### config.mk
export PLATFORM = sky130hd
export DESIGN_NAME = i2cm_top
export DESIGN_NICKNAME = d
export VERILOG_FILES = /design/src/rtl/i2cm_pkg.sv /design/src/rtl/i2cm_fifo.sv /design/src/rtl/i2cm_engine.sv /design/src/rtl/i2cm_top.sv
export SDC_FILE = /design/constraint.sdc
export NUM_CORES = 1
export LEC_CHECK = 0
export ABC_AREA = 1
export BUFFER_PORTS_ARGS = -buffer_cell sky130_fd_sc_hd__buf_2
export CAP_MARGIN = 25
export CORE_MARGIN = 8
export CORE_UTILIZATION = 67
export CTS_CLUSTER_SIZE = 40
export DETAILED_ROUTE_END_ITERATION = 12
export GPL_TIMING_DRIVEN = 0
export PLACE_DENSITY = 0.85
export SYNTH_ARGS = -nofsm -noshare
export SYNTH_HDL_FRONTEND = slang
export SYNTH_HIERARCHICAL = 1
export SYNTH_SLANG_ARGS = --single-unit
### constraint.sdc
create_clock -name clk -period 12.33 [get_ports clk]
set_clock_uncertainty 0.05 [all_clocks]
set_input_delay 1.233 -clock clk [delete_from_list [all_inputs] [get_ports clk]]
set_output_delay 1.233 -clock clk [all_outputs]
set_load 0.005 [all_outputs]
### src/rtl/i2cm_pkg.sv
package i2cm_pkg;
    localparam int REG_W = 16;

    localparam logic [2:0] A_CTRL = 3'd0;
    localparam logic [2:0] A_STAT = 3'd1;
    localparam logic [2:0] A_TX   = 3'd2;
    localparam logic [2:0] A_RX   = 3'd3;
    localparam logic [2:0] A_TXL  = 3'd4;
    localparam logic [2:0] A_HI   = 3'd5;
    localparam logic [2:0] A_LO   = 3'd6;

    typedef struct packed {
        logic       beg;
        logic       fin;
        logic [7:0] data;
    } txw_t;

    typedef enum logic [3:0] {
        E_IDLE, E_RSLO, E_SHI, E_SLOW, E_BLO, E_BHI,
        E_PLO, E_PHI, E_PREL, E_WAIT, E_HALT
    } est_t;

    function automatic logic scl_pulled(est_t s);
        return (s == E_RSLO) || (s == E_BLO) || (s == E_PLO) || (s == E_WAIT);
    endfunction
endpackage

### src/rtl/i2cm_fifo.sv
module i2cm_fifo #(
    parameter int W     = 10,
    parameter int DEPTH = 8
) (
    input  logic                         clk,
    input  logic                         rst,
    input  logic                         push,
    input  logic [W-1:0]                 din,
    input  logic                         pop,
    output logic [W-1:0]                 dout,
    output logic [$clog2(DEPTH+1)-1:0]   level
);
    localparam int AW = (DEPTH > 1) ? $clog2(DEPTH) : 1;
    localparam int LW = $clog2(DEPTH + 1);

    logic [W-1:0]  mem [DEPTH];
    logic [AW-1:0] wp, rp;
    logic          full, empty, do_push, do_pop;

    assign full    = (level == LW'(DEPTH));
    assign empty   = (level == '0);
    assign do_push = push && !full;
    assign do_pop  = pop && !empty;
    assign dout    = mem[rp];

    function automatic logic [AW-1:0] adv(logic [AW-1:0] p);
        return (p == AW'(DEPTH - 1)) ? '0 : p + 1'b1;
    endfunction

    always_ff @(posedge clk) begin
        if (do_push) mem[wp] <= din;
    end

    always_ff @(posedge clk) begin
        if (rst) begin
            wp <= '0; rp <= '0; level <= '0;
        end else begin
            if (do_push) wp <= adv(wp);
            if (do_pop)  rp <= adv(rp);
            level <= level + LW'(do_push) - LW'(do_pop);
        end
    end


    full_hold_chk: assert property (@(posedge clk) disable iff (rst)
        (push && full && !pop) |=> (level == $past(level)));

    level_inc_chk: assert property (@(posedge clk) disable iff (rst)
        (push && !full && !pop) |=> (level == $past(level) + 1'b1));
endmodule

### src/rtl/i2cm_engine.sv
module i2cm_engine
    import i2cm_pkg::*;
#(
    parameter int CW = 16
) (
    input  logic          clk,
    input  logic          rst,
    input  logic [CW-1:0] hi_cnt,
    input  logic [CW-1:0] lo_cnt,
    input  logic          word_valid,
    input  txw_t          word,
    output logic          word_take,
    input  logic          sda_in,
    output logic          scl_oe,
    output logic          sda_oe,
    output logic          rx_push,
    output logic [7:0]    rx_byte,
    output logic          ev_afi,
    output logic          ev_nai,
    output logic          ev_tdi
);
    est_t          st, st_n;
    logic [CW-1:0] tmr, per;
    logic          tdone, cur_beg, cur_fin, rd_mode, cur_rd, nak_halt, sda_drv, drv_bit;
    logic [3:0]    bitn;
    logic [7:0]    sh;

    assign scl_oe  = scl_pulled(st);
    assign sda_oe  = sda_drv;
    assign rx_byte = sh;
    assign per     = scl_pulled(st) ? lo_cnt : hi_cnt;
    assign tdone   = (tmr + 1'b1) >= per;
    assign cur_rd  = rd_mode && !cur_beg;
    assign drv_bit = (bitn < 4'd8) ? (cur_rd ? 1'b0 : ~sh[7])
                                   : (cur_rd ? ~cur_fin : 1'b0);

    always_comb begin
        st_n = st; word_take = 1'b0; rx_push = 1'b0;
        ev_afi = 1'b0; ev_nai = 1'b0; ev_tdi = 1'b0;
        case (st)
            E_IDLE: if (word_valid) begin
                word_take = 1'b1;
                if (word.beg) st_n = E_SHI;
            end
            E_WAIT: if (word_valid) begin
                word_take = 1'b1;
                st_n = word.beg ? E_RSLO : E_BLO;
            end
            E_RSLO: if (tdone) st_n = E_SHI;
            E_SHI:  if (tdone) st_n = E_SLOW;
            E_SLOW: if (tdone) st_n = E_BLO;
            E_BLO:  if (tdone) st_n = E_BHI;
            E_BHI:  if (tdone) begin
                if (bitn < 4'd8) begin
                    if (!cur_rd && sh[7] && !sda_in) begin
                        ev_afi = 1'b1; st_n = E_HALT;
                    end else begin
                        st_n = E_BLO;
                    end
                end else if (!cur_rd && sda_in) begin
                    ev_nai = 1'b1; st_n = E_PLO;
                end else begin
                    rx_push = cur_rd;
                    st_n = cur_fin ? E_PLO : E_WAIT;
                end
            end
            E_PLO:  if (tdone) st_n = E_PHI;
            E_PHI:  if (tdone) st_n = E_PREL;
            E_PREL: if (tdone) begin
                ev_tdi = 1'b1;
                st_n = nak_halt ? E_HALT : E_IDLE;
            end
            default: st_n = st;
        endcase
    end

    always_ff @(posedge clk) begin
        if (rst) begin
            st <= E_IDLE; tmr <= '0; bitn <= '0; sh <= '0; sda_drv <= 1'b0;
            cur_beg <= 1'b0; cur_fin <= 1'b0; rd_mode <= 1'b0; nak_halt <= 1'b0;
        end else begin
            st       <= st_n;
            tmr      <= (st_n != st) ? '0 : tmr + 1'b1;
            nak_halt <= nak_halt | ev_nai;
            if (word_take) begin
                cur_beg <= word.beg;
                cur_fin <= word.fin;
                sh      <= word.data;
                bitn    <= '0;
                if (word.beg) rd_mode <= word.data[0];
            end else if (st == E_BHI && tdone && bitn < 4'd8) begin
                sh   <= {sh[6:0], sda_in};
                bitn <= bitn + 1'b1;
            end
            if (st_n == E_HALT || (st == E_PHI && st_n == E_PREL) ||
                st == E_RSLO || st == E_WAIT)
                sda_drv <= 1'b0;
            else if (st == E_SHI && st_n == E_SLOW)
                sda_drv <= 1'b1;
            else if (st == E_BLO)
                sda_drv <= drv_bit;
            else if (st == E_PLO)
                sda_drv <= 1'b1;
        end
    end


    afi_release_chk: assert property (@(posedge clk) disable iff (rst)
        ev_afi |=> (!scl_oe && !sda_oe));

    stop_lines_chk: assert property (@(posedge clk) disable iff (rst)
        ev_tdi |-> (!scl_oe && !sda_oe));
endmodule

### src/rtl/i2cm_top.sv
module i2cm_top
    import i2cm_pkg::*;
#(
    parameter int DEPTH   = 8,
    parameter int CW      = 16,
    parameter int CNT_DEF = 8,
    parameter int RST_CYC = 4
) (
    input  logic        clk,
    input  logic        rst,
    input  logic [2:0]  reg_addr,
    input  logic        reg_wr,
    input  logic        reg_rd,
    input  logic [15:0] reg_wdata,
    output logic [15:0] reg_rdata,
    output logic        irq,
    input  logic        sda_in,
    output logic        scl_oe,
    output logic        sda_oe
);
    localparam int LW = $clog2(DEPTH + 1);
    localparam int RW = $clog2(RST_CYC + 1);

    logic [4:0]    ie;
    logic [CW-1:0] hi, lo;
    logic          afi, nai, tdi, rst_busy, srst;
    logic [RW-1:0] rst_cnt;
    logic [LW-1:0] tx_lvl, rx_lvl;
    logic          tx_full, rx_empty, tx_push, rx_pop, take, rx_push;
    logic          ev_afi, ev_nai, ev_tdi;
    logic [9:0]    tx_dout;
    logic [7:0]    rx_byte, rx_dout;
    txw_t          head;

    assign srst     = rst | rst_busy;
    assign tx_full  = (tx_lvl == LW'(DEPTH));
    assign rx_empty = (rx_lvl == '0);
    assign tx_push  = reg_wr && reg_addr == A_TX && !tx_full;
    assign rx_pop   = reg_rd && reg_addr == A_RX;
    assign head     = txw_t'(tx_dout);
    assign irq      = |(ie & {!rx_empty, !tx_full, tdi, nai, afi});

    i2cm_fifo #(.W(10), .DEPTH(DEPTH)) i_txq (
        .clk(clk), .rst(srst), .push(tx_push), .din(reg_wdata[9:0]),
        .pop(take), .dout(tx_dout), .level(tx_lvl));

    i2cm_fifo #(.W(8), .DEPTH(DEPTH)) i_rxq (
        .clk(clk), .rst(srst), .push(rx_push), .din(rx_byte),
        .pop(rx_pop), .dout(rx_dout), .level(rx_lvl));

    i2cm_engine #(.CW(CW)) i_eng (
        .clk(clk), .rst(srst), .hi_cnt(hi), .lo_cnt(lo),
        .word_valid(tx_lvl != '0), .word(head), .word_take(take),
        .sda_in(sda_in), .scl_oe(scl_oe), .sda_oe(sda_oe),
        .rx_push(rx_push), .rx_byte(rx_byte),
        .ev_afi(ev_afi), .ev_nai(ev_nai), .ev_tdi(ev_tdi));

    always_ff @(posedge clk) begin
        if (rst) begin
            ie <= '0; hi <= CW'(CNT_DEF); lo <= CW'(CNT_DEF);
            rst_busy <= 1'b0; rst_cnt <= '0;
        end else begin
            if (reg_wr && reg_addr == A_CTRL) ie <= reg_wdata[4:0];
            if (reg_wr && reg_addr == A_HI)   hi <= reg_wdata[CW-1:0];
            if (reg_wr && reg_addr == A_LO)   lo <= reg_wdata[CW-1:0];
            if (rst_busy) begin
                rst_cnt <= rst_cnt + 1'b1;
                if (rst_cnt == RW'(RST_CYC - 1)) rst_busy <= 1'b0;
            end else if (reg_wr && reg_addr == A_CTRL && reg_wdata[5]) begin
                rst_busy <= 1'b1;
                rst_cnt  <= '0;
            end
        end
    end

    always_ff @(posedge clk) begin
        if (srst) begin
            afi <= 1'b0; nai <= 1'b0; tdi <= 1'b0;
        end else begin
            if (ev_afi) afi <= 1'b1;
            if (ev_nai)       nai <= 1'b1;
            else if (tx_push) nai <= 1'b0;
            if (ev_tdi) tdi <= 1'b1;
            else if (reg_wr && reg_addr == A_STAT && reg_wdata[2]) tdi <= 1'b0;
        end
    end

    always_comb begin
        case (reg_addr)
            A_CTRL:  reg_rdata = {10'b0, rst_busy, ie};
            A_STAT:  reg_rdata = {11'b0, rx_empty, tx_full, tdi, nai, afi};
            A_RX:    reg_rdata = {8'b0, rx_dout};
            A_TXL:   reg_rdata = REG_W'(tx_lvl);
            A_HI:    reg_rdata = REG_W'(hi);
            A_LO:    reg_rdata = REG_W'(lo);
            default: reg_rdata = '0;
        endcase
    end


    nai_clear_chk: assert property (@(posedge clk) disable iff (srst)
        (tx_push && !ev_nai) |=> !nai);

    soft_rst_done_chk: assert property (@(posedge clk) disable iff (rst)
        $fell(rst_busy) |-> (!afi && !nai && !tdi && tx_lvl == '0 && rx_empty));

    nai_with_stop_chk: assert property (@(posedge clk) disable iff (srst)
        ev_nai |=> scl_oe);
endmodule

Yosys cells after proc, flatten, opt, wreduce, memory -nomap -nowiden --
Memories as Yosys holds them, arrays and structs flattened. A register that Yosys moved wholly into a read port is not among the register bits. Index checks and enable logic that the tools add are counted.
Storage, ports and cells: bits in registers 101, output and inout bits 19, memories kept 2, RAM bits 144, bits of input ports 24, word-level logic and storage cells 184
Operators by class: bitwise operators 5, add/sub/neg operators 11, equality and inequality tests 26, reductions and logical operators 50, magnitude comparators 2, mux-type cells 65
Memories:
- i_txq.mem | words 8, width 10, read ports 1, clocked after Yosys merged registers in 1, write ports 1, line i2cm_fifo.sv:16 | logic [W-1:0] mem [DEPTH];
- i_rxq.mem | words 8, width 8, read ports 1, clocked after Yosys merged registers in 1, write ports 1, line i2cm_fifo.sv:16
Operator list (number):
- one-hot mux 16 bit (6 select lines) | 1
- 2-to-1 mux 4 bit | 16
- one-hot mux 4 bit (10 select lines) | 1
- 2-to-1 mux 1 bit | 33
- 2-to-1 mux 3 bit | 11
- == test 4 bit, second input constant | 6
- == test 3 bit, second input constant | 7
- logical AND 1 bit | 21
- adder 16 x 1 -> 16 bit, second input constant | 1
- == test 4 x 3 -> 1 bit, second input constant | 4
- >= comparator 16 bit | 1
- 2-to-1 mux 16 bit | 1
- 2-to-1 mux 8 bit | 2
- adder 3 x 1 -> 3 bit, second input constant | 5
- == test 4 x 2 -> 1 bit, second input constant | 3
- zero test 4 bit | 3
- == test 3 x 2 -> 1 bit, second input constant | 3
- adder 4 x 1 -> 4 bit | 2
- nonzero test 2 bit | 4
- OR reduction 2 bit | 4
- subtractor 4 x 1 -> 4 bit | 2
- zero test 1 bit | 7
- logical OR 1 bit | 6
- AND 5 bit | 1
- 12 further kinds | 14

Depth between registers and ports, before layout --
Gate-level depths: netlist of run 1.
depth in word-level cells 15, gate-level depth with buffers 29, mapped depth without buffers 29

Modules after synthesis --
The synthesis of run 1 kept the hierarchy.
Modules (own cells, without submodules):
- i2cm_fifo (i_txq) | sequential area each 2662.6 um^2, area an instance 4265.3 um^2, cells an instance 452, times used 1
- i2cm_fifo (i_rxq) | sequential area each 2182.1 um^2, area an instance 3572.2 um^2, cells an instance 383, times used 1
- i2cm_engine | sequential area each 740.7 um^2, area an instance 2716.4 um^2, cells an instance 381, times used 1
- i2cm_top | sequential area each 880.8 um^2, area an instance 2038.2 um^2, cells an instance 290, times used 1

Least setup slack after synthesis of run 1 --
Ideal clock, no wire load.
path kind reg2reg, start register i_eng.tmr[0], end register i_rxq.level[2], required time 12.150 ns, stages on the path, launching flop included 27, path buffers 0, data arrival time 3.846 ns, period minus slack after synthesis 4.026 ns, setup time 0.130 ns, slack 8.304 ns, path through dfxtp_1 ha_1 nand3_1 nor2_1 inv_1 nor2_1 nand3_1 nor3_1 nand2_1 xor2_1 inv_1 ha_1 nand2_1 nor3_1 nand2_2 nand2_4 nand2_1 nor3_1 nand2_2 inv_2 nand2_1 nand2_1 ha_1 inv_1 fa_1 xor2_1 nor2_1
On the way: longest elaborated chain between the ends 7
Ends and longest elaborated chain:
- from (decl) | line i2cm_engine.sv:23 | logic [CW-1:0] tmr, per;
- from (signal assigned) | line i2cm_engine.sv:83 | tmr <= (st_n != st) ? '0 : tmr + 1'b1;
- adder 16 x 1 -> 16 bit | line i2cm_engine.sv:32 | assign tdone = (tmr + 1'b1) >= per;
- >= comparator 16 bit | line i2cm_engine.sv:32
- 2-to-1 mux 1 bit | line i2cm_engine.sv:53 | E_BHI: if (tdone) begin
- 2-to-1 mux 1 bit | line i2cm_engine.sv:40 | case (st)
- net rx_push | line i2cm_top.sv:29 | logic tx_full, rx_empty, tx_push, rx_pop, take, rx_push;
- logical AND 1 bit | line i2cm_fifo.sv:22 | assign do_push = push && !full;
- adder 4 x 1 -> 4 bit | line i2cm_fifo.sv:40 | level <= level + LW'(do_push) - LW'(do_pop);
- subtractor 4 x 1 -> 4 bit | line i2cm_fifo.sv:40
- to (signal assigned) | line i2cm_fifo.sv:40
- to (decl) | line i2cm_fifo.sv:11 | output logic [$clog2(DEPTH+1)-1:0] level
The timed path passes the listed nets, and every way through them passes these cells. A chain may end at the register's enable or synchronous reset.

Worst setup path in the final report of run 1 --
start register i_eng.tmr[0], end memory i_rxq.mem[12][2] (netlist: i_rxq/mem[6][2]), enable pin
On the way: longest elaborated chain between the ends 7
Ends and longest elaborated chain:
- adder 16 x 1 -> 16 bit | line i2cm_engine.sv:32
- >= comparator 16 bit | line i2cm_engine.sv:32
- 2-to-1 mux 1 bit | line i2cm_engine.sv:53
- 2-to-1 mux 1 bit | line i2cm_engine.sv:40
- net rx_push | line i2cm_top.sv:29
- logical AND 1 bit | line i2cm_fifo.sv:22
- 2-to-1 mux 1 bit | line i2cm_fifo.sv:31 | if (do_push) mem[wp] <= din;
- 2-to-1 mux 1 bit (implied by the code) | line i2cm_fifo.sv:31
- to (decl) | line i2cm_fifo.sv:16
The timed path passes the listed nets, and every way through them passes these cells.

==> results of run 1 <==
[cell type report]
type | count | area (µm²) | share of cell area, %
plain buffers | 46 | 354 | 2.53
flip-flops and latches | 251 | 6470 | 46.2
repair buffers | 41 | 205 | 1.47
inverters | 281 | 1060 | 7.61
multi-input cells | 928 | 4710 | 33.7
well taps | 234 | 293 | 2.09
clock buffers | 38 | 756 | 5.40
clock inverters | 10 | 139 | 0.993
[kinds of logic (layout without fill, tap and decap cells)]
group	Yosys count	in the layout	share of synthesized area (%)
mux	16	16	1.28
buf+inv	327	416	11.3
fa+ha+maj	40	40	4.09
flops	251	251	51.4
compound gates	139	139	6.22
xor+xnor	11	11	0.765
simple gates	722	722	25.0
[state kept, by name (all words and copies together) (netlist names), 3 cells and up, named ones only]
signal / flops
i_txq/mem: 80
i_rxq/mem: 64
hi: 16
i_eng/tmr: 16
lo: 16
i_eng/rx_byte: 8
ie: 5
i_eng/bitn: 4
i_eng/st: 4
i_rxq/level: 4
i_txq/level: 4
i_rxq/rp: 3
i_rxq/wp: 3
i_txq/rp: 3
i_txq/wp: 3
rst_cnt: 3
[critical path, stage by stage (launching register included)]
cell     delay [ns]
dfxtp_1        0.40
ha_1           0.21
nand3_1        0.10
nor2_1         0.14
inv_1          0.07
nor2_1         0.23
nand3_1        0.13
nor3_1         0.30
nand2_1        0.12
xor2_1         0.32
inv_1          0.08
ha_1           0.28
nand2_1        0.07
nor3_1         0.30
nand2_2        0.15
nand2_4        0.16
nand2_1        0.15
nor3_1         0.39
nand2_2        0.15
inv_2          0.11
nand2_1        0.11
nor2_1         0.66
[cells in the mapped netlist (2+ instances only)]
library cell,instances
o21ai_1,8
a311oi_1,6
buf_4,16
o22ai_1,3
a21o_1,2
or2_2,4
nand4_1,6
nor4_1,2
mux2i_1,15
nand2_2,31
o21a_1,2
a21oi_1,63
nand2_4,5
o21ai_0,40
inv_6,2
nor2_1,114
nor2_4,13
edfxtp_1,144
nand2_1,410
buf_2,12
clkbuf_1,5
xor2_1,10
fa_1,2
dfxtp_1,107
buf_6,12
inv_2,16
a22o_1,8
nor3_1,9
nor2_2,6
ha_1,38
nand3_1,116
nand3_2,2
inv_1,262
[where the power goes]
part	total [mW]	switching, mW	internal, mW
combinational	0.479	0.319	0.160
clock	0.806	0.318	0.488
sequential	0.984	0.0446	0.939
total	2.27	0.681	1.59
[path summary, 6_finish.rpt]
check,startpoint,to,slack (ns),cells after the start
max,i_eng/tmr[0]$_SDFF_PP0_,i_rxq/mem[6][2]$_DFFE_PP_,7.27,21
min,rst_cnt[0]$_SDFFE_PP0P_,rst_cnt[0]$_SDFFE_PP0P_,0.42,1
max reg2reg,i_eng/tmr[0]$_SDFF_PP0_,i_rxq/mem[6][2]$_DFFE_PP_,7.27,21
min reg2reg,rst_cnt[0]$_SDFFE_PP0P_,rst_cnt[0]$_SDFFE_PP0P_,0.42,1
[layer usage]
layer,track usage (%),vias up,wire [µm]
li1,-,4900,-
met1,30.0,4685,11800
met2,43.3,411,14400
met3,3.72,65,2200
met4,8.44,0,741
met5,0,-,0
[through the flow]
| step | hold WS (ns) | instances | area (µm²) |
|---|---|---|---|
| final | 0.424 | 1829 | 14000 |
| after global routing | 0.438 | 1829 | 14000 |
| after CTS | 0.424 | 1829 | 14000 |
| after detailed placement | 0.413 | 1781 | 13100 |
| after global placement | 0.401 | 1781 | 13100 |
| after floorplan | 0.383 | 1506 | 12600 |
==> metrics.log, run 1 <==
[metrics] DPL Wire Length: 20100 µm
[metrics] Tightest Hold Check Type: flop to flop
[metrics] routed wire length: 29100 µm
[metrics] portion of the clock cycle consumed by the worst path in the final layout: 41.0%
[metrics] area inside the core boundary: 18600 µm²
[metrics] fraction of post-synthesis cell area in the top cell type by area: 34.3%
[metrics] Routed WL per cell: 15.9 µm
[metrics] Filler cells: 1287
[metrics] standard-cell rows: 50
[metrics] Mean Syn Cell Area: 8.36 µm²
[metrics] Num CTS Buffers: 26
[metrics] time the final worst path needs with I/O delays and setup: 5.06 ns
[metrics] Post-Place Setup Slack: 7.39 ns
[metrics] CP arrival: 5.16 ns
[metrics] RSZ-0062 raised after global routing: false
[metrics] Final Hold Violating Endpoints: 0
[metrics] areal power density over the cells: 162 nW/µm²
[metrics] root buffer selected by CTS: clkbuf_16
[metrics] port buffer count: 41
[metrics] worst vdd rail ir drop: 130 µV
[metrics] number of synthesized flops with an enable pin: 144
[metrics] total global routing track utilization: 24.5%
[metrics] layout cell share with drive strength beyond 1: 12.9%
[metrics] total die area: 23400 µm²
[metrics] number of synthesis warnings: 6
[metrics] buffers inserted during post-CTS setup optimization: 0
[metrics] end-of-flow core utilization: 75.3%
[metrics] net count of the finished layout: 1639
[metrics] Post-CTS Hold Buffers: 0
[metrics] flip-flop and latch count after synthesis: 251
[metrics] Post-Synthesis Cell Area: 12600 µm²
[metrics] maximum level of the CTS H-tree: 1
[metrics] leading cell types in the layout, fill and taps excluded: nand2_1 (410), inv_1 (262), edfxtp_1 (144)
[metrics] largest net degree at the start of global routing: 16
[metrics] synth top area cells: edfxtp_1 (34%), dfxtp_1 (17%), nand2_1 (12%)
[metrics] number of distinct library cells after synthesis: 48
[metrics] global-route wire length before repair: 47100 µm
[metrics] most frequent standard cell in the layout excluding fill and tap cells: nand2_1
[metrics] die outline width: 153 µm
[metrics] Async S/R FF share, synth: 0%
[metrics] later-pin clock latency in the skew report: 0.53 ns
[metrics] clock buffer depth: 3
[metrics] clock sink total: 251
[metrics] overall die height: 153 µm
[metrics] number of antenna violations at the first check in global routing: 0
[metrics] Max FO, Critical Path: 10
[metrics] critical path data required time: 12.43 ns
[metrics] Inserted Diodes: 0
[metrics] CP Launch Type: flop
[metrics] setup total negative slack: 0 ns
[metrics] post-synth top area cell: edfxtp_1
[metrics] share of the yosys chip area belonging to registers: 51.4%
[metrics] number of failing setup endpoints in the final timing report: 0
[metrics] total power draw: 2.27 mW
[metrics] first-pass detailed-route iteration total: 5
[metrics] effective utilization at floorplan: 67.8%
[metrics] via count: 10.1k
[metrics] remaining antenna violation count: 0
[metrics] via count of the first global-routing pass: 9833
[metrics] clock-pin transition on the worst setup and hold timing paths: 0.06 ns
[metrics] number of maximum-capacitance violations: 0
[metrics] Setup CP Type: flop to flop
[metrics] Top Ports: 43
[metrics] clock tree from TritonCTS: yes
[metrics] Max-Slew Margin vs Limit: 34.2%
[metrics] remaining design rule violation count: 0
[metrics] drt first-iter violations: 958
[metrics] routability congestion estimate from global placement: 0.913
[metrics] kind of end point of the critical path: flop
[metrics] number of instances in the synthesized netlist: 1506
[metrics] Fmax: 0.198 GHz
[metrics] slack of the critical path: 7.27 ns
[metrics] actual transition at the worst max-transition pin: 0.984 ns
[metrics] total congestion overflow: 0
[metrics] result of the run: finished clean
[metrics] area delta synth->final: 11.1%
[metrics] Post-Synthesis Net Count: 1570
[metrics] post-CTS resize count: 0
[metrics] Pins Over Slew Limit: 0
[metrics] Via-to-Cell Ratio: 5.50
[metrics] Leak Pwr: 6.53 nW
[metrics] main flop type after synthesis: edfxtp_1
Power figures use the tool's default switching activity.
==> inputs of run 2 (changes only) <==
- CORE_UTILIZATION: 67 -> 62
- PLACE_DENSITY: 0.85 -> 0.8
- clock period: 12.33 -> 4.7 ns (I/O delays scaled with it)
==> run 2 against run 1 <==
  * Register-to-register slack lost 7.0 ns
  * Largest cell class unchanged
  * Power grew to 2.7 times the previous value
  * Clock power grew to 2.7 times the previous value
  * Critical path depth grew 1
  * Global-route usage shrank 0.89 points
  * Critical path type unchanged
==> metrics.log, run 2 (synthesis gave the netlist of run 1 again) <==
[metrics] result of the run: finished clean
[metrics] Num CTS Buffers: 27
[metrics] routed wire length: 29100 µm
[metrics] Leak Pwr: 6.60 nW
[metrics] worst vdd rail ir drop: 346 µV
[metrics] Max FO, Critical Path: 10
[metrics] met2 GRT Util: 41.2%
[metrics] areal power density over the cells: 425 nW/µm²
[metrics] Fmax: 0.223 GHz
[metrics] slack of the critical path: 0.224 ns
[metrics] effective utilization at floorplan: 62.6%
[metrics] largest register by flop count: i_txq/mem
[metrics] Setup CP Type: flop to flop
[metrics] global-route wire length before repair: 47500 µm
[metrics] Tightest Hold Check Type: input port to flop
[metrics] clock sink total: 251
[metrics] drt first-iter violations: 834
[metrics] Post-Place Setup Slack: -0.295 ns
[metrics] total global routing track utilization: 23.6%
[metrics] layout cell share with drive strength beyond 1: 14.3%
[metrics] Comb pwr share: 20.6%
[metrics] die outline width: 159 µm
[metrics] Worst Hold Slack: 0.156 ns
[metrics] Sequential Power Share: 42.9%
[metrics] multi-input gate area in the final layout: 4780 µm²
[metrics] CP arrival: 4.81 ns
[metrics] flip-flop count of the largest register, all copies and words added: 80
[metrics] Final Hold Violating Endpoints: 0
[metrics] end of the critical path: i_rxq/level[2]$_SDFF_PP0_
[metrics] via count: 10.0k
[metrics] net count of the finished layout: 1641
[metrics] leading cell types in the layout, fill and taps excluded: nand2_1 (410), inv_1 (262), edfxtp_1 (144)
[metrics] Filler cells: 1517
[metrics] time the final worst path needs with I/O delays and setup: 4.48 ns
[metrics] clock-pin transition on the worst setup and hold timing paths: 0.06 ns
[metrics] remaining antenna violation count: 0
[metrics] overall die height: 159 µm
[metrics] launch point of the critical path: i_eng/st[2]$_SDFF_PP0_
[metrics] number of antenna violations at the first check in global routing: 2
[metrics] worst r2r path cells: 22
[metrics] largest net degree at the start of global routing: 16
[metrics] RSZ-0062 raised after global routing: false
[metrics] Max-Slew Margin vs Limit: 32.4%
[metrics] DPL Wire Length: 20400 µm
[metrics] switching power: 1.80 mW
[metrics] clock tree from TritonCTS: yes
[metrics] kind of end point of the critical path: flop
[metrics] maximum level of the CTS H-tree: 1
[metrics] clock buffer depth: 3
[metrics] root buffer selected by CTS: clkbuf_16
[metrics] Routed WL per cell: 15.6 µm
[metrics] actual transition at the worst max-transition pin: 1.01 ns
[metrics] Top Ports: 43
[metrics] GRT busiest layer: met2
[metrics] reg2reg setup slack: 0.22 ns
[metrics] total die area: 25100 µm²
[metrics] register area: 6470 µm²
[metrics] area inside the core boundary: 20100 µm²
[metrics] critical register-to-register path endpoint: i_rxq/level[2]$_SDFF_PP0_
[metrics] later-pin clock latency in the skew report: 0.53 ns
[metrics] end-of-flow core utilization: 70.4%
[metrics] Post-CTS Hold Buffers: 0
[metrics] port buffer count: 41
[metrics] total congestion overflow: 0
[metrics] number of standard cells in the final layout excluding fillers: 1868
[metrics] number of failing setup endpoints in the final timing report: 0
[metrics] most frequent standard cell in the layout excluding fill and tap cells: nand2_1
[metrics] standard-cell rows: 52
[metrics] placed insts: 1817
[metrics] total power draw: 6.02 mW
[metrics] area delta synth->final: 12.4%
[metrics] launching point of the worst reg2reg path: i_eng/st[2]$_SDFF_PP0_
[metrics] critical path data required time: 5.03 ns
[metrics] Via-to-Cell Ratio: 5.35
[metrics] largest registers: i_txq/mem: 80 flops, i_rxq/mem: 64 flops
[metrics] via count of the first global-routing pass: 9960
[metrics] portion of the clock cycle consumed by the worst path in the final layout: 95.2%
[metrics] met3 Usage GRT: 4.10%
[metrics] proportion of power drawn by the clock network: 36.5%
[metrics] CP Launch Type: flop
[metrics] number of maximum-capacitance violations: 0
[metrics] Switching Fraction: 29.8%
[metrics] remaining design rule violation count: 0
[metrics] GR Layer Usage met1: 28.8%
[metrics] Pins Over Slew Limit: 0
[metrics] design internal power: 4.23 mW
[metrics] routability congestion estimate from global placement: 0.911
[metrics] first-pass detailed-route iteration total: 6
-- run 2: cell types whose count changed in the layout (fill, tap and decap cells not counted), sizes merged --
cell      before  now
clkinv         7    8
diode          0    1
buf           82   83
clkbuf        43   42
clkinvlp       1    2
-- run 2: per-stage QoR --
stage	cell area [µm²]	setup TNS, ns
after floorplan	12600	0
after global routing	14200	0
after CTS	14100	0
after global placement	13100	-0.425
final	14200	0
after detailed placement	13100	-15.93
-- run 2: worst min-delay path by stage --
| stage | start | to | slack (ns) | cells past startpoint |
|---|---|---|---|---|
| after global placement | i_eng/rd_mode$_SDFFE_PP0P_ | i_eng/rd_mode$_SDFFE_PP0P_ | 0.40 | 2 |
| final | reg_wdata[11] | lo[11]$_SDFFE_PP0P_ | 0.16 | 3 |
| after detailed placement | i_eng/rd_mode$_SDFFE_PP0P_ | i_eng/rd_mode$_SDFFE_PP0P_ | 0.41 | 2 |
| after CTS | reg_wdata[11] | lo[11]$_SDFFE_PP0P_ | 0.14 | 3 |
| after global routing | reg_wdata[11] | lo[11]$_SDFFE_PP0P_ | 0.17 | 3 |
| after floorplan | rst_cnt[0]$_SDFFE_PP0P_ | rst_cnt[0]$_SDFFE_PP0P_ | 0.38 | 1 |
-- run 2: area by class of cell --
cell class,count,share of cell area [%]
inverter,281,7.52
tap,270,2.39
multi-input combinational,928,33.8
timing repair buffer,42,1.50
buffer,46,2.50
sequential,251,45.7
clock inverter,12,0.990
antenna,1,0.0177
clock buffer,37,5.63
-- run 2: power by group through the flow --
stage,clock (mW),sequential (mW),combinational [mW]
CTS,2.22,2.58,1.23
detailed placement,0,2.63,1.21
global route,2.30,2.60,1.40
finish,2.20,2.58,1.24
global placement,0,2.62,1.17
floorplan,0,2.58,0.913
-- run 2: critical path, stage by stage (launching register included) --
cell and delay (ns):
dfxtp_1 0.31, buf_4 0.16, inv_2 0.08, nor2_2 0.11, inv_2 0.09, o21ai_4 0.38, buf_2 0.41, mux2i_1 0.36
ha_1 0.32, a21oi_1 0.16, o21ai_1 0.11, a21oi_2 0.29, nand2_4 0.16, nand2_1 0.20, nor3_4 0.07, nand2_2 0.11
nand2_1 0.10, nand2_1 0.07, ha_1 0.16, inv_1 0.05, fa_1 0.37, xor2_1 0.14, nor2_1 0.05
-- run 2: timing repair --
item,CTS,global route
setup buffers,0,1
resized for setup,10,8
endpoints found under the setup margin,66,67
-- run 2: metal layers --
layer	vias to the layer above	part of all wire [%]
li1	4913	-
met1	4656	41
met2	357	49
met3	74	7.1
met4	2	3.4
met5	-	0.038
==> inputs of run 3 (changes only) <==
- ABC_AREA: 1 -> not set
- RECOVER_POWER: not set -> 100
==> run 3 against run 2 <==
  * Synthesized cell count fell by 37%
  * Sequential power grew 2%
  * Die area down 5.4%
  * Clock-buffer cell count shrank 10
  * The run now ends with max-capacitance violations, max-slew violations left
  * Worst setup slack better by 0.027 ns
  * Wire length is 8.9% lower
  * Critical path depth unchanged
  * Final cell count decreased by 31%
  * Clock power fell by 5%
  * Highest routed layer is now met4
  * Largest cell class unchanged
  * Combinational power fell by 28%
  * Via count down 21%
==> metrics.log, run 3 <==
[metrics] Inserted Diodes: 0
[metrics] main flop type after synthesis: edfxtp_1
[metrics] flip-flop and latch count after synthesis: 251
[metrics] root buffer selected by CTS: clkbuf_16
[metrics] global-route wire length before repair: 41900 µm
[metrics] CP max stage delay: 0.37 ns
[metrics] slack of the critical path: 0.251 ns
[metrics] fraction of post-synthesis cell area in the top cell type by area: 36.5%
[metrics] met2 GRT Util: 36.7%
[metrics] GRT busiest layer: met2
[metrics] number of instances in the synthesized netlist: 948
[metrics] via count of the first global-routing pass: 7793
[metrics] share of the yosys chip area belonging to registers: 54.6%
[metrics] post-synth top area cell: edfxtp_1
[metrics] worst r2r path cells: 22
[metrics] launching point of the worst reg2reg path: i_eng/st[1]$_SDFF_PP0_
[metrics] largest register by flop count: i_txq/mem
[metrics] failing checks: max-capacitance violations, max-slew violations
[metrics] clock tree from TritonCTS: yes
[metrics] via count: 7917
[metrics] total die area: 23800 µm²
[metrics] setup total negative slack: 0 ns
[metrics] Final Hold Violating Endpoints: 0
[metrics] layout cell share with drive strength beyond 1: 16.7%
[metrics] total global routing track utilization: 22.1%
[metrics] number of distinct library cells after synthesis: 72
[metrics] worst vdd rail ir drop: 355 µV
[metrics] area delta synth->final: 12.1%
[metrics] multi-input gate area in the final layout: 4960 µm²
[metrics] number of synthesized flops with an enable pin: 144
[metrics] Post-Place Setup Slack: -0.521 ns
[metrics] Routed WL per cell: 20.6 µm
[metrics] clock buffer depth: 3
[metrics] leading cell types in the layout, fill and taps excluded: edfxtp_1 (144), dfxtp_1 (107), nand2_1 (104)
[metrics] Top Ports: 43
[metrics] routability congestion estimate from global placement: 0.878
[metrics] met3 Usage GRT: 3.15%
[metrics] critical register-to-register path endpoint: i_rxq/level[2]$_SDFF_PP0_
[metrics] reg2reg setup slack: 0.25 ns
[metrics] number of stages on the worst hold path: 3
[metrics] remaining antenna violation count: 0
[metrics] hold path endpoint: lo[13]$_SDFFE_PP0P_
[metrics] number of antenna violations at the first check in global routing: 0
[metrics] largest registers: i_txq/mem: 80 flops, i_rxq/mem: 64 flops
[metrics] Via-to-Cell Ratio: 6.17
[metrics] Setup CP Type: flop to flop
[metrics] overall die height: 154 µm
[metrics] Mean Syn Cell Area: 12.5 µm²
[metrics] clock-pin transition on the worst setup and hold timing paths: 0.06 ns
[metrics] drt first-iter violations: 689
[metrics] areal power density over the cells: 423 nW/µm²
[metrics] die outline width: 154 µm
[metrics] Slowest-stage cell, CP: fa_1
[metrics] Pins Over Slew Limit: 45
[metrics] number of failing setup endpoints in the final timing report: 0
[metrics] kind of end point of the critical path: flop
[metrics] routed wire length: 26500 µm
[metrics] register area: 6470 µm²
[metrics] DPL Wire Length: 18400 µm
[metrics] Post-Synthesis Net Count: 1012
[metrics] most used standard cell by instance count after synthesis: edfxtp_1
[metrics] Filler cells: 1294
[metrics] Async S/R FF share, synth: 0%
[metrics] end-of-flow core utilization: 70.9%
[metrics] Max FO, Critical Path: 10
[metrics] placed insts: 1230
[metrics] later-pin clock latency in the skew report: 0.52 ns
[metrics] number of standard cells in the final layout excluding fillers: 1284
[metrics] actual transition at the worst max-transition pin: 1.67 ns
[metrics] Post-Synthesis Cell Area: 11800 µm²
[metrics] net count of the finished layout: 1095
[metrics] CP arrival: 4.79 ns
[metrics] standard-cell rows: 50
[metrics] Leak Pwr: 4.73 nW
[metrics] time the final worst path needs with I/O delays and setup: 4.45 ns
[metrics] Num CTS Buffers: 25
[metrics] critical path cell sequence: buf_2 > nor2_1 > clkbuf_2 > a21boi_0 > buf_4 > buf_6 > mux2i_2 > ha_1 > nand4_1 > a21oi_4 > a211oi_4 > buf_4 > nor2_2 > nand2_1 > nor2_2 > nand2_4 > xnor2_1 > ha_1 > inv_1 > fa_1 > xor2_1 > nor2_1
[metrics] largest net degree at the start of global routing: 24
[metrics] number of maximum-capacitance violations: 3
[metrics] critical path data required time: 5.05 ns
[metrics] remaining design rule violation count: 0
[metrics] maximum level of the CTS H-tree: 1
[metrics] CP Launch Type: flop
[metrics] total congestion overflow: 0
[metrics] total power draw: 5.62 mW
[metrics] number of synthesis warnings: 6
[metrics] synth top area cells: edfxtp_1 (37%), dfxtp_1 (18%), mux4_1 (7.5%)
[metrics] portion of the clock cycle consumed by the worst path in the final layout: 94.7%
[metrics] Fmax: 0.225 GHz
[metrics] Post-synth top cells: edfxtp_1 (144), dfxtp_1 (107), nand2_1 (103)
[metrics] Tightest Hold Check Type: input port to flop
[metrics] result of the run: complete, but fails checks
[metrics] first-pass detailed-route iteration total: 5
[metrics] area inside the core boundary: 18700 µm²
[metrics] port buffer count: 39
[metrics] flip-flop count of the largest register, all copies and words added: 80
[metrics] Post-CTS Hold Buffers: 0
[metrics] most frequent standard cell in the layout excluding fill and tap cells: edfxtp_1
[metrics] clock sink total: 251
[metrics] GR Layer Usage met1: 29.8%
[metrics] effective utilization at floorplan: 63.3%
[metrics] start point of the worst min-delay path: reg_wdata[13]
[metrics] Max-Slew Margin vs Limit: -11.4%
run 3: changes by cell type in the layout (fill, tap and decap cells not counted), moves of 21 or more:
cell / delta
nand2_2: -21
nand2b_1: +28
mux4_1: +34
buf_2: -23
mux2_2: +26
clkbuf_1: +46
nor2_1: -56
o21ai_0: -31
nand3_1: -102
nand2_1: -306
inv_1: -238
run 3: where the power goes:
part | internal (mW) | switching [mW] | total [mW]
combinational | 0.364 | 0.532 | 0.896
sequential | 2.49 | 0.149 | 2.64
clock | 1.26 | 0.829 | 2.09
run 3: repair_timing:
| item | CTS | global route |
|---|---|---|
| endpoints found under the setup margin | 62 | 53 |
| resized for setup | 5 | 11 |
| buffers inserted | 0 | 6 |
| pin swaps | 0 | 3 |
run 3: logic make-up after synthesis:
logic type / synth area share [%]
simple gates: 12.6
flops: 54.6
compound gates: 9.15
mux: 14.2
buf+inv: 3.65
fa+ha+maj: 4.35
xor+xnor: 1.48
run 3: layout make-up:
cell class                 instances  share of cell area, %
clock inverter                    19                   1.76
timing repair buffer              56                   2.04
tap                              234                   2.21
clock buffer                      27                   4.77
inverter                          27                  0.764
multi-input combinational        617                   37.4
sequential                       251                   48.7
buffer                            53                   2.37
run 3: metal layers:
layer  wire (µm)  vias up
met5           0        -
met4         524        0
met3        1590       42
met2       13000      272
met1       11400     3876
li1            -     3727
run 3: how the worst max path moves through the flow:
stage	from	endpoint	slack [ns]
after floorplan	i_eng/st[1]$_SDFF_PP0_	i_rxq/mem[0][0]$_DFFE_PP_	0.32
after detailed placement	i_eng/st[1]$_SDFF_PP0_	i_rxq/level[2]$_SDFF_PP0_	-0.52
after global placement	i_eng/st[1]$_SDFF_PP0_	i_rxq/mem[0][5]$_DFFE_PP_	-0.91
final	i_eng/st[1]$_SDFF_PP0_	i_rxq/level[2]$_SDFF_PP0_	0.25
after CTS	i_eng/st[1]$_SDFF_PP0_	i_rxq/level[2]$_SDFF_PP0_	0.02
after global routing	i_eng/st[1]$_SDFF_PP0_	i_rxq/level[2]$_SDFF_PP0_	-0.01
run 3: per-stage QoR:
step | hold WS [ns] | instance area, µm²
4_1_cts | 0.141 | 13300
3_5_place_dp | 0.409 | 12400
3_3_place_gp | 0.407 | 12300
5_1_grt | 0.141 | 13300
6_report | 0.150 | 13300
2_1_floorplan | 0.392 | 11800
run 3: critical path: cells and delay by family (launching register included):
kind	cells	cell delay, ns
AOI/OAI and AO/OA	3	0.52
xor gates and xnor gates	2	0.36
adders and majority gates	3	0.75
buffers and inverters	6	1.06
DFF	1	0.31
muxes	1	0.30
and+or+nand+nor	7	0.96
